===== config.mk =====
export PLATFORM = sky130hd
export DESIGN_NAME = dram_energy_meter
export DESIGN_NICKNAME = d
export VERILOG_FILES = /design/src/rtl/dem_pkg.sv /design/src/rtl/dem_weight_regs.sv /design/src/rtl/dem_cmd_weight.sv /design/src/rtl/dem_accum.sv /design/src/rtl/dram_energy_meter.sv
export SDC_FILE = /design/constraint.sdc
export NUM_CORES = 1
export LEC_CHECK = 0
export BUFFER_PORTS_ARGS = -buffer_cell sky130_fd_sc_hd__buf_4
export CAP_MARGIN = 20
export CELL_PAD_IN_SITES_DETAIL_PLACEMENT = 1
export CELL_PAD_IN_SITES_GLOBAL_PLACEMENT = 2
export CORE_ASPECT_RATIO = 1.4
export CORE_MARGIN = 2
export CORE_UTILIZATION = 32
export DETAILED_ROUTE_END_ITERATION = 10
export PLACE_DENSITY_LB_ADDON = 0.05
export SYNTH_ARGS = -nofsm -noshare
export SYNTH_HDL_FRONTEND = slang
export SYNTH_SLANG_ARGS = --single-unit

===== constraint.sdc =====
create_clock -name clk -period 7.1 [get_ports clk]
set_input_delay 0.71 -clock clk [delete_from_list [all_inputs] [get_ports clk]]
set_output_delay 0.71 -clock clk [all_outputs]
set_load 0.01 [all_outputs]

===== src/rtl/dem_pkg.sv =====
// Package: shared constants and command encoding for the energy accumulator.
// Assumes one command per clock and three weighted command classes.
package dem_pkg;
    localparam int WEIGHT_W    = 8;
    localparam int NUM_WEIGHTS = 3;
    localparam int REG_W       = 32;
    localparam int CMD_W       = 3;

    // Command classes seen from the scheduler; values 6 and 7 are unused.
    typedef enum logic [CMD_W-1:0] {
        CMD_NOP = 3'd0,
        CMD_ACT = 3'd1,
        CMD_PRE = 3'd2,
        CMD_RD  = 3'd3,
        CMD_WR  = 3'd4,
        CMD_REF = 3'd5
    } dram_cmd_e;

    // Index of each weight field in the configuration word.
    localparam int IDX_ACT = 0;
    localparam int IDX_RD  = 1;
    localparam int IDX_WR  = 2;
endpackage


===== src/rtl/dem_weight_regs.sv =====
// Module: holds the three command weights in one configuration word.
// Assumes REG_W >= NUM_WEIGHTS*WEIGHT_W; unused upper bits read as zero.
module dem_weight_regs
    import dem_pkg::*;
#(
    parameter int W_W = WEIGHT_W,
    parameter int R_W = REG_W
) (
    input  logic                 clk,
    input  logic                 rst_n,
    input  logic                 wr_en,
    input  logic [R_W-1:0]       wdata,
    output logic [W_W-1:0]       w_act,
    output logic [W_W-1:0]       w_rd,
    output logic [W_W-1:0]       w_wr,
    output logic [R_W-1:0]       rdata
);
    localparam int USED_W = NUM_WEIGHTS * W_W;

    logic [W_W-1:0]    field_q [NUM_WEIGHTS];
    logic [USED_W-1:0] packed_w;
    logic              unused_hi;

    for (genvar k = 0; k < NUM_WEIGHTS; k++) begin : g_field
        // Per-field storage: reset to zero, load its slice on a write.
        always_ff @(posedge clk) begin
            if (!rst_n)
                field_q[k] <= '0;
            else if (wr_en)
                field_q[k] <= wdata[k*W_W +: W_W];
        end
        assign packed_w[k*W_W +: W_W] = field_q[k];
    end

    assign unused_hi = ^wdata[R_W-1:USED_W];
    assign w_act = field_q[IDX_ACT];
    assign w_rd  = field_q[IDX_RD];
    assign w_wr  = field_q[IDX_WR];
    assign rdata = {{(R_W-USED_W){1'b0}}, packed_w};
endmodule


===== src/rtl/dem_cmd_weight.sv =====
// Module: maps an accepted command to its weight and registers it.
// Assumes at most one command per clock; uncounted classes cost zero.
module dem_cmd_weight
    import dem_pkg::*;
#(
    parameter int W_W = WEIGHT_W
) (
    input  logic             clk,
    input  logic             rst_n,
    input  logic             cmd_valid,
    input  logic [CMD_W-1:0] cmd_type,
    input  logic [W_W-1:0]   w_act,
    input  logic [W_W-1:0]   w_rd,
    input  logic [W_W-1:0]   w_wr,
    output logic [W_W-1:0]   add_q
);
    logic [W_W-1:0] add_d;

    // Weight lookup: precharge, refresh and idle codes contribute nothing.
    always_comb begin
        add_d = '0;
        if (cmd_valid) begin
            case (cmd_type)
                CMD_ACT: add_d = w_act;
                CMD_RD:  add_d = w_rd;
                CMD_WR:  add_d = w_wr;
                default: add_d = '0;
            endcase
        end
    end

    // Pipeline register: the weight is applied one cycle after acceptance.
    always_ff @(posedge clk) begin
        if (!rst_n)
            add_q <= '0;
        else
            add_q <= add_d;
    end
endmodule


===== src/rtl/dem_accum.sv =====
// Module: saturating energy accumulator with snapshot-and-clear.
// Assumes the pending addend belongs to the interval that a sample closes.
module dem_accum
    import dem_pkg::*;
#(
    parameter int W_W   = WEIGHT_W,
    parameter int ACC_W = 32
) (
    input  logic             clk,
    input  logic             rst_n,
    input  logic [W_W-1:0]   add,
    input  logic             sample,
    output logic [ACC_W-1:0] acc_q,
    output logic [ACC_W-1:0] snap_q
);
    localparam logic [ACC_W-1:0] ACC_MAX = {ACC_W{1'b1}};

    logic [ACC_W:0]   sum_wide;
    logic [ACC_W-1:0] sum_sat;

    // Saturating add: clamp at the ceiling instead of wrapping.
    always_comb begin
        sum_wide = {1'b0, acc_q} + {{(ACC_W+1-W_W){1'b0}}, add};
        sum_sat  = sum_wide[ACC_W] ? ACC_MAX : sum_wide[ACC_W-1:0];
    end

    // Total and snapshot: a sample captures the sum and restarts from zero.
    always_ff @(posedge clk) begin
        if (!rst_n) begin
            acc_q  <= '0;
            snap_q <= '0;
        end else if (sample) begin
            snap_q <= sum_sat;
            acc_q  <= '0;
        end else begin
            acc_q  <= sum_sat;
        end
    end
endmodule


===== src/rtl/dram_energy_meter.sv =====
// Module: top of the DRAM command energy accumulator.
// Assumes one scheduler command per clock; the rank tag does not change cost.
module dram_energy_meter
    import dem_pkg::*;
#(
    parameter int ACC_W  = 32,
    parameter int RANK_W = 2
) (
    input  logic              clk,
    input  logic              rst_n,
    input  logic              cmd_valid,
    input  logic [2:0]        cmd_type,
    input  logic [RANK_W-1:0] cmd_rank,
    input  logic              cfg_wr_en,
    input  logic [31:0]       cfg_wdata,
    output logic [31:0]       cfg_rdata,
    input  logic              sample_req,
    output logic [ACC_W-1:0]  energy_acc,
    output logic [ACC_W-1:0]  energy_snap
);
    logic [WEIGHT_W-1:0] w_act, w_rd, w_wr, add_q;
    logic                unused_rank;

    assign unused_rank = ^cmd_rank;

    dem_weight_regs #(.W_W(WEIGHT_W), .R_W(REG_W)) u_regs (
        .clk(clk), .rst_n(rst_n), .wr_en(cfg_wr_en), .wdata(cfg_wdata),
        .w_act(w_act), .w_rd(w_rd), .w_wr(w_wr), .rdata(cfg_rdata)
    );

    dem_cmd_weight #(.W_W(WEIGHT_W)) u_cmd (
        .clk(clk), .rst_n(rst_n), .cmd_valid(cmd_valid), .cmd_type(cmd_type),
        .w_act(w_act), .w_rd(w_rd), .w_wr(w_wr), .add_q(add_q)
    );

    dem_accum #(.W_W(WEIGHT_W), .ACC_W(ACC_W)) u_acc (
        .clk(clk), .rst_n(rst_n), .add(add_q), .sample(sample_req),
        .acc_q(energy_acc), .snap_q(energy_snap)
    );
endmodule


Yosys cells after proc, flatten, opt, wreduce, memory -nomap -nowiden
Memory sizes are Yosys's and may differ from the RTL's.
Cells that the tools add are included.
Storage, ports and cells
  memory bits (writable): 24
  memories kept: 1
  word-level logic and storage cells: 23
  bits of input ports: 42
  register bits after elaboration: 72
  output and inout bits: 96
Memory list
  u_regs.field_q: words 3, bits a word 8, rd ports 3, clocked after Yosys merged registers in 0, write ports 3, line dem_weight_regs.sv:20  | logic [W_W-1:0] field_q [NUM_WEIGHTS];
Operators by class
  mux-type cells: 9
  bitwise logic cells: 4
  equality and inequality tests: 3
  add/subtract/negate cells: 1
  reductions and logical operators: 2
Operators by type and width (number)
  $add 32x8->33: 1
  $mux 32: 1
  $mux 8: 3
  $pmux 8 s3: 1
  $mux 1: 4
  $eq 3x1->1 const B: 1
  $eq 3x2->1 const B: 1
  $eq 3x3->1 const B: 1
  $or 1x1->1: 3
  $reduce_and 2->1: 1
  $reduce_or 2->1: 1
  $not 1->1: 1

Longest topological paths before layout
  word-level depth: 4
  depth in mapped cells: 10
  depth with buffers taken out: 9

By module
Synthesis repeated with hierarchy kept, for this count alone.
Second synthesis, totals
  cell total of the unflattened synthesis: 449
  area total of the unflattened synthesis: 4413.0 µm²
By module, submodules not included
  dem_accum: area each 2851.5 µm², cells each 326, seq. area each 1281.2 µm², instances 1
  dem_weight_regs: area each 1158.6 µm², cells each 86, seq. area each 720.7 µm², instances 1
  dem_cmd_weight: area each 402.9 µm², cells each 37, seq. area each 160.2 µm², instances 1

Worst setup path after synthesis
Ideal clock, no wire load.
  kind: register to register
  start: register u_acc.acc_q[0]
  end: register u_acc.snap_q[6]
  setup slack: 4750 ps
  stages on the path, launching flop included: 11
  clock period less this slack: 2350 ps
  path buffers: 1
  data arrival time: 2234 ps
  library setup time: 116 ps
  required time: 6984 ps
  cells stage by stage: dfxtp_1 ha_1 fa_1 a21o_1 a221o_1 o211ai_2 nor2_2 buf_6 nor2_2 nand2_1 o211a_1
Between the ends
  word-level cells in the longest chain between the ends: 2
RTL lines
  start: declaration: line dem_accum.sv:13  | output logic [ACC_W-1:0] acc_q,
  start signal: assignment: line dem_accum.sv:36  | acc_q <= sum_sat;
  $add 32x8->33: line dem_accum.sv:23  | sum_wide = {1'b0, acc_q} + {{(ACC_W+1-W_W){1'b0}}, add};
  $mux 32: line dem_accum.sv:24  | sum_sat = sum_wide[ACC_W] ? ACC_MAX : sum_wide[ACC_W-1:0];
  end signal: assignment: line dem_accum.sv:33  | snap_q <= sum_sat;
  end: declaration: line dem_accum.sv:14  | output logic [ACC_W-1:0] snap_q
No other way between the ends.
A chain may end at the register's enable or synchronous reset.

Worst setup path after layout
  start: register u_acc.acc_q[0]
  end: register u_acc.snap_q[23]
The elaborated chain is that of the path after synthesis.

==> impl.org <==
** Cells and area
- # nets final :: 600
- Commonest non-fill, non-tap cell in the layout :: sky130_fd_sc_hd__buf_4
- The top cell types in the final layout, fill and taps aside, are 120 x sky130_fd_sc_hd__buf_4, 72 x sky130_fd_sc_hd__dfxtp_1, 59 x sky130_fd_sc_hd__nor2_1.
- The area growth from synthesis to layout is 31.1%.
- Diodes inserted :: 0
- Fraction of final layout cells with drive strength greater than 1 :: 0.287

** STA
- Post-route fraction of the period consumed by the critical path :: 0.399
- Max-slew headroom :: 0.517
- Total setup violations reported at the end of the flow :: 0
- Setup repair after global routing left no endpoint under its margin.
- The final count of hold timing violations was 0.
- Summed over all failing endpoints, the final setup total negative slack is 0 ns.
- At the pin with the least slew margin, the transition time is 0.723 ns.
- Static timing analysis puts the maximum clock frequency at 353 MHz.
- On the final layout, the worst clock skew is 0.00646 ns.
- The final number of max-transition violations is 0.
- The worst path in the final design needs a cycle of 2.83 ns, including I/O delays and setup.

** Global routing
- Total grt overflow :: 0
- The initial antenna violation count came to 0.
- First-pass GRT wire length :: 19.8 mm
- Entering global routing, the biggest net connects 61 pins.
- The via count of the first global-routing pass came to 3710.
- GRT Total Usage :: 0.180

** Synthesis
- Mapped Area :: 4260 um2
- Sequential fraction of the synthesis area :: 0.508
- In this run the mean area of a mapped cell was 9.70 um2.
- Number of instances in the synthesized netlist :: 439
- Biggest area contributors in the synthesized netlist :: sky130_fd_sc_hd__dfxtp_1 34%, sky130_fd_sc_hd__edfxtp_1 17%, sky130_fd_sc_hd__nor2_1 5.2%
- Fraction of post-synthesis cell area in the top cell type by area :: 0.338
- During synthesis, Yosys emitted a total of 0 warnings.
- The netlist uses 54 different library cells.
- Register bit count reported by yosys :: 96
- The biggest area contributor in the post-synthesis netlist is sky130_fd_sc_hd__dfxtp_1.

** Drt
- For this run, design rule violations remaining after detail routing come to 0.
- Wires add up to 12.5 mm.
- Wirelength per Cell :: 17.0 um
- Vias :: 3586
- Routed via count divided by cell count :: 4.90
- The pre-antenna-repair detailed-routing pass consisted of 5 iterations.
- Iteration-0 DRC count of the detailed router :: 69
- The count of nets left with antenna violations once routing finished came out at 0.

** Placement
- After legalization and detailed placement, the total HPWL measured 9.03 mm.
- The count of buffers added on input and output ports is 119.
- Placer's final routability congestion estimate :: 0.751

** Floorplanning
- Measured along the x axis, the die boundary spans 102 um.
- The floorplan step defined a die boundary enclosing 14300 um2.
- I/O pins :: 138
- The floorplan step defined a core boundary enclosing 12900 um2.
- The initial utilization of the core area, before any placement, comes to 0.329.
- Die height :: 141 um
- The floorplan has 49 rows.

** Power
- Overall power consumption after layout is estimated at 1.20 mW.
- Power density cells :: 215 nW/um2
- Max IR drop VDD :: 0.108 mV
- Static power due to leakage :: 2.49 nW

** Critical path
- CP arrival :: 3.04 ns
- R2r endpoint :: u_acc.snap_q[23]$_SDFFE_PN0P_
- For flop-to-flop paths, the worst setup slack is 4.27 ns.
- In this run the worst path has a maximum fanout of 15.
- STA classifies the critical path endpoint as a flip-flop.
- For the worst flop-to-flop path, the logic depth is 9.
- STA classifies the critical path startpoint as a flip-flop.
- At the worst endpoint, the required time is 7.31 ns.
- The setup path with the least slack is of type reg -> reg.
- Worst flop-to-flop path startpoint :: u_acc.acc_q[0]$_SDFF_PP0_

** Clock tree
- Once the clock tree was built, the resizer swapped 0 gates to a different size.
- In this run the deepest clock path goes through 2 buffers.
- Reg clk slew, reported paths :: 0.07 ns
- CTS Sinks :: 96
- Clock latency on the worst-skew pair, taken at its later pin, is 0.35 ns.
- Number of hold buffers added after CTS :: 0
- TritonCTS clock tree :: done
- The number of setup buffers added after CTS is 0.
- H-tree levels :: 3
- Clock buffers created by TritonCTS :: 9
- The tree is rooted in a sky130_fd_sc_hd__clkbuf_16.

** Status
- Outcome :: complete, no violations

** Hold path
- The worst hold path passes through 2 cells.
- Hold path start :: u_acc.snap_q[29]$_SDFFE_PN0P_
- Worst min path class :: reg -> reg
- For hold timing, the worst endpoint is u_acc.snap_q[29]$_SDFFE_PN0P_.

** Run
- The tool flagged a number of max-cap violations equal to 0.
## metrics by stage
step	cell area [um2]	hold slack (ns)	std cells	worst slack, ns	util
after floorplan	4290	0.485	446	4.75	-
after global placement	5260	0.453	715	4.26	0.407
after detailed placement	5260	0.466	715	4.20	0.407
after CTS	5570	0.477	731	4.24	0.431
after global routing	5580	0.500	732	4.03	0.431
final	5580	0.470	732	4.27	0.431
## power breakdown
part           internal (mW)  leakage [nW]  switching, mW  total, mW
sequential             0.580         0.842        0.00985      0.590
clock                  0.293         0.153          0.215      0.508
combinational         0.0463          1.49         0.0531     0.0994
## worst max path at each step
| stage | from | to | cells after the start | slack [ns] |
|---|---|---|---|---|
| 2_1_floorplan | u_acc.acc_q[0]$_SDFF_PP0_ | u_acc.snap_q[6]$_SDFFE_PN0P_ | 10 | 4.75 |
| 3_3_place_gp | sample_req | u_acc.acc_q[25]$_SDFF_PP0_ | 5 | 4.26 |
| 3_5_place_dp | sample_req | u_acc.acc_q[25]$_SDFF_PP0_ | 5 | 4.20 |
| 4_1_cts | u_acc.acc_q[0]$_SDFF_PP0_ | u_acc.snap_q[23]$_SDFFE_PN0P_ | 9 | 4.24 |
| 5_1_grt | u_acc.acc_q[0]$_SDFF_PP0_ | u_acc.snap_q[29]$_SDFFE_PN0P_ | 9 | 4.03 |
| 6_report | u_acc.acc_q[0]$_SDFF_PP0_ | u_acc.snap_q[23]$_SDFFE_PN0P_ | 9 | 4.27 |
## sequential cells by signal, summed over array words and instances (netlist names)
name and flops:
u_cmd.add_q 8, u_acc.acc_q 32, u_regs.field_q 24, u_acc.snap_q 32
## synth_stat cells, drive strengths merged
cell / n
a211oi: 2
a21boi: 3
a21o: 2
a21oi: 40
a221o: 1
a221oi: 1
a311oi: 2
a31o: 3
a31oi: 3
a41o: 1
and2: 1
and3: 34
buf: 11
clkbuf: 18
clkinv: 1
conb: 1
dfxtp: 72
edfxtp: 24
fa: 1
ha: 8
inv: 4
mux2i: 14
nand2: 28
nand2b: 4
nand3: 12
nand4: 9
nor2: 64
nor2b: 6
nor3: 1
nor3b: 1
nor4: 1
o211a: 7
o211ai: 4
o21a: 3
o21ai: 27
o21bai: 1
o31ai: 3
or2: 1
or3: 1
xnor2: 6
xor2: 13
## kinds of logic after synthesis
group / Yosys count / synth area share
AO/OA/AOI/OAI: 103 / 0.158
AND/OR/NAND/NOR: 163 / 0.194
buffers and inverters: 34 / 0.0391
adder cells (fa/ha/maj): 9 / 0.0282
multiplexers: 14 / 0.0329
flip-flops: 96 / 0.508
XOR/XNOR: 19 / 0.0391
other: 1 / 0.000880
## routing by layer
layer	global-route usage	wire [um]	vias to the layer above
met1	0.198	4900	1732
met5	0	0	-
met4	0.0491	183	0
met3	0.0574	643	13
li1	-	-	1763
met2	0.326	6740	78
## layout make-up
class,instances,area [um2]
Fill cell,1489,7350
Sequential cell,96,2160
Multi-Input combinational cell,316,1960
Timing Repair Buffer,121,912
Clock buffer,12,256
Tap cell,178,223
Clock inverter,4,52.6
Inverter,5,18.8
## critical path, stage by stage (launching register included)
cell and delay, ns:
sky130_fd_sc_hd__dfxtp_1 0.32, sky130_fd_sc_hd__ha_1 0.22, sky130_fd_sc_hd__fa_1 0.41, sky130_fd_sc_hd__a21o_1 0.26, sky130_fd_sc_hd__a221oi_4 0.36, sky130_fd_sc_hd__a21boi_2 0.18, sky130_fd_sc_hd__nand3_1 0.55, sky130_fd_sc_hd__nand2_1 0.12
sky130_fd_sc_hd__mux2i_1 0.19, sky130_fd_sc_hd__a21oi_1 0.09
Power figures use the tool's default switching activity.
